==> src/rtl/smbto_pkg.sv <==
package smbto_pkg;

    typedef struct packed {
        logic scl;
        logic sda;
    } bus_lines_t;

    localparam int SYNC_STAGES = 2;

endpackage

==> src/rtl/smbto_sync.sv <==
module smbto_sync
    import smbto_pkg::*;
#(
    parameter int STAGES = SYNC_STAGES
) (
    input  logic       clk,
    input  logic       rst_n,
    input  bus_lines_t raw,
    output bus_lines_t synced
);

    typedef struct packed {
        bus_lines_t [STAGES-1:0] stg;
    } state_t;

    state_t st_d, st_q;

    always_comb begin
        st_d        = st_q;
        st_d.stg[0] = raw;
        for (int i = 1; i < STAGES; i++) begin
            st_d.stg[i] = st_q.stg[i-1];
        end
    end

    always_ff @(posedge clk) begin
        if (!rst_n) st_q <= '1;
        else        st_q <= st_d;
    end

    assign synced = st_q.stg[STAGES-1];

    // first stage captures the raw lines of the previous cycle
    assert_first_stage_R1: assert property (@(posedge clk) disable iff (!rst_n)
        $past(rst_n) |-> st_q.stg[0] == $past(raw));

endmodule

==> src/rtl/smbto_low_timer.sv <==
module smbto_low_timer #(
    parameter int CNT_W = 20
) (
    input  logic             clk,
    input  logic             rst_n,
    input  logic             en,
    input  logic             scl,
    input  logic [CNT_W-1:0] reload,
    output logic             expired
);

    typedef struct packed {
        logic [CNT_W-1:0] cnt;
        logic             pulse;
    } state_t;

    state_t st_d, st_q;

    always_comb begin
        st_d       = st_q;
        st_d.pulse = 1'b0;
        if (!en || scl) begin
            st_d.cnt = reload;
        end else if (st_q.cnt == '0) begin
            st_d.pulse = 1'b1;
            st_d.cnt   = reload;
        end else begin
            st_d.cnt = st_q.cnt - 1'b1;
        end
    end

    always_ff @(posedge clk) begin
        if (!rst_n) st_q <= '0;
        else        st_q <= st_d;
    end

    assign expired = st_q.pulse;

    assert_pulse_needs_low_R4: assert property (@(posedge clk) disable iff (!rst_n)
        st_q.pulse |-> $past(en && !scl));

    assert_reload_when_high_R3: assert property (@(posedge clk) disable iff (!rst_n)
        (en && scl) |=> st_q.cnt == $past(reload));

    assert_quiet_when_off_R5: assert property (@(posedge clk) disable iff (!rst_n)
        !en |=> (!st_q.pulse && st_q.cnt == $past(reload)));

    assert_single_cycle_R4: assert property (@(posedge clk) disable iff (!rst_n)
        (st_q.pulse && $past(reload) != '0) |=> !st_q.pulse);

endmodule

==> src/rtl/smbto_free_det.sv <==
module smbto_free_det #(
    parameter int TICKS = 10
) (
    input  logic clk,
    input  logic rst_n,
    input  logic en,
    input  logic scl,
    input  logic sda,
    input  logic tick,
    output logic free_hit
);

    localparam int            CW    = $clog2(TICKS + 2);
    localparam logic [CW-1:0] LIMIT = CW'(TICKS);
    localparam logic [CW-1:0] DONE  = CW'(TICKS + 1);

    typedef struct packed {
        logic [CW-1:0] cnt;
        logic          pulse;
    } state_t;

    state_t st_d, st_q;

    always_comb begin
        st_d       = st_q;
        st_d.pulse = 1'b0;
        if (!en || !(scl && sda)) begin
            st_d.cnt = '0;
        end else if (tick && st_q.cnt == LIMIT) begin
            st_d.pulse = 1'b1;
            st_d.cnt   = DONE;
        end else if (tick && st_q.cnt < LIMIT) begin
            st_d.cnt = st_q.cnt + 1'b1;
        end
    end

    always_ff @(posedge clk) begin
        if (!rst_n) st_q <= '0;
        else        st_q <= st_d;
    end

    assign free_hit = st_q.pulse;

    assert_hit_needs_idle_R6: assert property (@(posedge clk) disable iff (!rst_n)
        st_q.pulse |-> $past(en && scl && sda && tick));

    assert_once_per_idle_R7: assert property (@(posedge clk) disable iff (!rst_n)
        st_q.pulse |=> !st_q.pulse);

    assert_cleared_on_low_R9: assert property (@(posedge clk) disable iff (!rst_n)
        (!scl || !sda) |=> (st_q.cnt == '0 && !st_q.pulse));

    assert_held_when_off_R8: assert property (@(posedge clk) disable iff (!rst_n)
        !en |=> (st_q.cnt == '0 && !st_q.pulse));

    assert_count_bounded_R6: assert property (@(posedge clk) disable iff (!rst_n)
        st_q.cnt <= DONE);

endmodule

==> src/rtl/smbus_timeout_monitor.sv <==
module smbus_timeout_monitor
    import smbto_pkg::*;
#(
    parameter int CNT_W      = 20,
    parameter int FREE_TICKS = 10
) (
    input  logic             clk,
    input  logic             rst_n,
    input  logic             scl_raw,
    input  logic             sda_raw,
    input  logic             src_tick,
    input  logic             low_to_en,
    input  logic             free_to_en,
    input  logic [CNT_W-1:0] low_reload,
    output logic             low_timeout_pulse,
    output logic             free_stop_pulse
);

    bus_lines_t raw_lines;
    bus_lines_t sync_lines;

    assign raw_lines.scl = scl_raw;
    assign raw_lines.sda = sda_raw;

    smbto_sync #(.STAGES(SYNC_STAGES)) i_sync (
        .clk    (clk),
        .rst_n  (rst_n),
        .raw    (raw_lines),
        .synced (sync_lines)
    );

    smbto_low_timer #(.CNT_W(CNT_W)) i_low (
        .clk     (clk),
        .rst_n   (rst_n),
        .en      (low_to_en),
        .scl     (sync_lines.scl),
        .reload  (low_reload),
        .expired (low_timeout_pulse)
    );

    smbto_free_det #(.TICKS(FREE_TICKS)) i_free (
        .clk      (clk),
        .rst_n    (rst_n),
        .en       (free_to_en),
        .scl      (sync_lines.scl),
        .sda      (sync_lines.sda),
        .tick     (src_tick),
        .free_hit (free_stop_pulse)
    );

    // the outputs never both fire from one bus state
    assert_exclusive_R2: assert property (@(posedge clk) disable iff (!rst_n)
        !(low_timeout_pulse && free_stop_pulse));

endmodule

==> config.mk <==
export PLATFORM = sky130hd
export DESIGN_NAME = smbus_timeout_monitor
export DESIGN_NICKNAME = d
export VERILOG_FILES = /design/src/rtl/smbto_pkg.sv /design/src/rtl/smbto_sync.sv /design/src/rtl/smbto_low_timer.sv /design/src/rtl/smbto_free_det.sv /design/src/rtl/smbus_timeout_monitor.sv
export SDC_FILE = /design/constraint.sdc
export NUM_CORES = 1
export LEC_CHECK = 0
export BUFFER_PORTS_ARGS = -buffer_cell sky130_fd_sc_hd__buf_2
export CORE_ASPECT_RATIO = 1.4
export CORE_MARGIN = 4
export CORE_UTILIZATION = 58
export DETAILED_ROUTE_END_ITERATION = 8
export PLACE_DENSITY = 0.83
export SLEW_MARGIN = 15
export SYNTH_ARGS = -nofsm -noshare
export SYNTH_HDL_FRONTEND = slang
export SYNTH_SLANG_ARGS = --single-unit
==> constraint.sdc <==
create_clock -name clk -period 5.3 [get_ports clk]
set_input_delay 0 -clock clk [delete_from_list [all_inputs] [get_ports clk]]
set_output_delay 0 -clock clk [all_outputs]
set_load 0.05 [all_outputs]
# Word level (Yosys, flattened, before mapping)
# Cells that the tools add are included.
# W data, S select, Z words.
totals:
  regBits: 30
  output_inout_bits: 2
  wordCells: 33
  in_bits: 27
op_classes:
  order_cmp: 1
  n_mux: 6
  eq_ne: 1
  n_reduce_logical: 13
  n_bitwise: 1
  add_sub_neg: 2
op_table:
  columns: ["op", "count"]
  rows:
  - ["$mux W20", 2]
  - ["$logic_not A20 Y1", 1]
  - ["$sub A20 B1 Y20 const B", 1]
  - ["$mux W4", 2]
  - ["$add A4 B1 Y4 const B", 1]
  - ["$eq A4 B4 Y1 const B", 1]
  - ["$lt A4 B4 Y1 const B", 1]
  - ["$reduce_or A2 Y1", 2]
  - ["$logic_and A1 B1 Y1", 3]
  - ["$logic_not A1 Y1", 3]
  - ["$reduce_or A3 Y1", 1]
  - ["$logic_or A1 B1 Y1", 2]
  - ["$mux W1", 2]
  - ["$reduce_bool A2 Y1", 1]
  - ["$not A1 Y1", 1]

# Logic depth before layout (Yosys ltp)
logic_depth:
  depth_word: 4
  depth_mapped: 8
  mapped_depth_nobuf: 7

# By module
# From an unflattened synthesis, not the netlist that was laid out.
hier_totals:
  cells_unflattened: 171
  hier_area_um2: 1532.7
by_module_without_submodules:
  columns: ["module", "seq_area_each_um2", "instances", "cells_per_inst", "area_per_inst_um2"]
  rows:
  - ["smbto_low_timer", 420.4, 1, 133, 1166.1]
  - ["smbto_free_det", 100.1, 1, 30, 261.5]
  - ["smbto_sync", 80.1, 1, 8, 105.1]

# Least setup slack after synthesis
# No wires, ideal clock.
synth_path:
  path_type: "flip-flop to flip-flop"
  startpoint: "reg i_low.st_q[1] (netlist bit)"
  endpoint: "reg i_low.st_q[19] (netlist bit)"
  required_ps: 5181
  setup_ps: 119
  arrival_ps: 1836
  path_slack_ps: 3344
  stages_incl_launch_ff: 9
  period_less_slack_ps: 1956
  n_path_buf: 1
  cell_sequence: "dfxtp_1 inv_1 ha_1 or4b_1 clkbuf_1 or3_1 nor3_2 xnor2_1 a21oi_1"
synth_between:
  elab_chain_cells: 3
  elab_cells_between_ends: 4
  classes_between: "add/sub: 1; mux: 2; reduce/logical: 1"
synth_lines:
  columns: ["element", "line", "text"]
  rows:
  - ["start: declaration", "smbto_low_timer.sv:17", "state_t st_d, st_q;"]
  - ["start signal: assignment", "smbto_low_timer.sv:34", "else st_q <= st_d;"]
  - ["$sub A20 B1 Y20 or $logic_not A20 Y1 (tied branches)", "smbto_low_timer.sv:28, smbto_low_timer.sv:24", null]
  - ["$mux W20 *", "smbto_low_timer.sv:24", "end else if (st_q.cnt == '0) begin"]
  - ["$mux W20 *", "smbto_low_timer.sv:22", "if (!en || scl) begin"]
# Every way passes the cells marked *; elsewhere a longest branch is shown, timed or not.
# A chain may end at the register's enable or synchronous reset.

# Worst setup path after layout
layout_path:
  startpoint: "reg i_low.st_q[1] (netlist bit)"
  endpoint: "reg i_low.st_q[9] (netlist bit)"
# The elaborated chain is that of the path after synthesis.

==> results_dict.tcl <==
set metrics [dict create \
    hpwl_mm 2.16 \
    synth-edff-count 0 \
    setup.worst_path.end_class "flop" \
    cp-endpoint "i_low.st_q[9]" \
    ys_types 37 \
    place.gp.congestion 0.819 \
    worstSetupStartpoint "i_low.st_q[1]" \
    clkTransAtPathRegs_ns 0.09 \
    core_sq_um 2420 \
    path_delay_family "compound AO/OA/AOI/OAI gates" \
    r2r_cells 7 \
    ir_drop_v 0.000214 \
    max-cap-violations 0 \
    drt_iter0_markers 35 \
    slew_viol_final 0 \
    leakage_nw 0.740 \
    vias 1285 \
    cp.buffers_inverters 2 \
    die_area_sq_um 3420 \
    whs_ns 0.0120 \
    syn_nets 189 \
    yosysSeqAreaShare_pct 40.7 \
    clk_latency_ns 0.33 \
    hold_class "input pin to flop" \
    max_stage_delay_ns 0.52 \
    critPathLaunchType "flop" \
    postSynthAreaPerCell_sq_um 9.33 \
    placedCellCount 214 \
    initial_core_util_pct 61.0 \
    power_density_nw_per_um2 244 \
    postSynthCellCount 158 \
    worstPathMaxFanout 27 \
    fin_crit_sh_pct 41.6 \
    grtUsageTotal_pct 23.2 \
    io_pins 29 \
    setup_viol 0 \
    drive_above_1_share_pct 24.9 \
    tightest_slew_ns 0.625 \
    critPathKind "flop to flop" \
    die_x_microns 50.6 \
    cp.depth 7 \
    final_antenna_net_count 0 \
    finalNonFillerCells 247 \
    cts_root_buf "clkbuf_4" \
    antenna_found_initial 0 \
    clock_skew_ns 0.00473 \
    wl_per_cell_microns 13.3 \
    first_pass_iters 4 \
    wl_mm 3.29 \
    worstReg2RegEnd "i_low.st_q[9]" \
    grt-ovfl-total 0 \
    power_w 0.000473 \
    synthFlopType "dfxtp_1" \
    ys_ff_latch 30 \
    crit_chain "inv_1 > ha_1 > and3b_1 > a21oi_2 > buf_4 > nor2_1 > a211oi_1" \
    required_ns 5.53 \
    fmax_mhz 454 \
    worstReg2RegStart "i_low.st_q[1]" \
    ys.warnings.count 0 \
    htreeDepth 2 \
    dieHeight_microns 67.6 \
    row_count 21 \
    grt_pass1_vias 1363 \
    cts.sinks 30 \
    grt_pass1_wl_mm 5.91 \
    synth_area_sq_um 1470 \
    cts.path.max_buffers 2 \
    numCtsBuffers 5 \
    drc_errors 0 \
    viasPerCell 5.20 \
    numPortBuffers 28 \
    cts_resized 0 \
    hold_depth 3 \
    status "finished clean" \
    tns_ns 0 \
    final_nets 243 \
    cp.arrival_ns 2.43 \
    r2r_setup_slack_ns 3.10 \
    diodes 0 \
    hold_viol 0 \
    critPathSlowestCell "a21oi_2" \
    slew_headroom_pct 58.3 \
    ys_async_sr_fraction_pct 0 \
    setup_ws_ns 3.10 \
    cts_tree "yes" \
    syn_to_final_growth_pct 31.8 \
    period_needed_ns 2.20 \
    rsz0062_at_grt "false" \
    grt_max_degree 28 \
    dp_slack_ns 3.15 \
]
-- worst min path at each step --
stage	to	startpoint	slack, ns
after global routing	i_low.st_q[15]	low_reload[14]	0.02
after CTS	i_low.st_q[15]	low_reload[14]	0.002
after global placement	i_sync.st_d[2]	sda_raw	0.18
after detailed placement	i_sync.st_d[3]	scl_raw	0.19
final	i_low.st_q[15]	low_reload[14]	0.01
after floorplan	i_sync.st_d[2]	sda_raw	0.10
-- cell type report --
cell class,instances,area [sq um]
clock buffer,7,55.1
fill,183,474
sequential,30,601
timing repair buffer,54,398
tap,34,42.5
multi-input combinational,117,827
clock inverter,1,5.00
inverter,4,15.0
-- layout by cell type, fill, tap and decap left out, types with 2 or more instances in the layout --
| cell | Yosys | layout |
|---|---|---|
| ha_1 | 4 | 4 |
| nor2_1 | 22 | 22 |
| inv_1 | 3 | 3 |
| a21oi_1 | 7 | 6 |
| nand2_1 | 6 | 6 |
| nor3_2 | 2 | 2 |
| a211oi_1 | 8 | 8 |
| nor4_2 | 2 | 2 |
| dlygate4sd3_1 | 0 | 25 |
| nand2b_1 | 5 | 5 |
| xnor2_1 | 12 | 12 |
| clkbuf_4 | 0 | 5 |
| o21ai_0 | 3 | 3 |
| xor2_1 | 7 | 7 |
| o21ai_1 | 2 | 2 |
| buf_2 | 1 | 28 |
| nor3_1 | 6 | 6 |
| or3_1 | 6 | 6 |
| dfxtp_1 | 30 | 30 |
| a211oi_2 | 6 | 6 |
| or2_2 | 3 | 3 |
| nand3b_1 | 2 | 2 |
-- synth_stat cells (3+ instances only) --
library cell | number | share of area [%]
inv_1 | 3 | 0.76
a21oi_1 | 7 | 2.4
nor2_1 | 22 | 5.6
o21ai_0 | 3 | 1.0
a211oi_2 | 6 | 5.1
a211oi_1 | 8 | 4.1
nor3_1 | 6 | 2.0
nand2_1 | 6 | 1.5
or3_1 | 6 | 2.5
nand2b_1 | 5 | 2.1
or2_2 | 3 | 1.3
ha_1 | 4 | 3.4
xor2_1 | 7 | 4.2
dfxtp_1 | 30 | 41
xnor2_1 | 12 | 7.1
clkbuf_1 | 5 | 1.3
-- stage by stage --
step,instance area (sq um),util (%)
after floorplan,1470,-
after global placement,1630,67.5
after detailed placement,1630,67.5
after CTS,1940,80.4
after global routing,1940,80.4
final,1940,80.4
-- power breakdown --
part	switching, W	internal [W]
Combinational	0.0000390	0.0000448
Clock	0.0000778	0.0000642
Sequential	0.0000104	0.000237
Total	0.000127	0.000346
-- state kept, by name (all words and copies together), names as in the netlist --
name and flops:
i_low.st_q 20, i_free.st_q 4, i_sync.st_d 2, i_sync.synced 2, i_free.free_hit 1, i_low.expired 1
-- tightest hold or removal path, delay by kind of cell --
family	cells	cell delay [ns]
buf+inv	1	0.07
simple gates	1	0.05
compound gates	1	0.18
-- what timing repair did --
| item | in CTS | in global routing |
|---|---|---|
| setup buffers | 0 | 0 |
| endpoints found under the setup margin | 0 | 0 |
| hold buffers | 25 | 0 |
| endpoints found under the hold margin | 24 | 0 |
-- logic make-up after synthesis --
family	Yosys count	synth area share (%)
and+or+nand+nor	65	26.1
DFF	30	40.7
AOI/OAI and AO/OA	28	14.4
xor gates and xnor gates	19	11.3
buffers and inverters	11	3.40
adders and majority gates	4	3.40
muxes	1	0.679
-- layer usage --
metal	wire length [microns]	GRT usage (%)	up-vias	share of wire, %
met3	129	6.62	10	3.9
met5	0	0	-	0
met4	97	10.1	0	3.0
met2	1790	41.8	31	54
met1	1270	25.1	578	39
li1	-	-	666	-
Power figures use the tool's default switching activity.
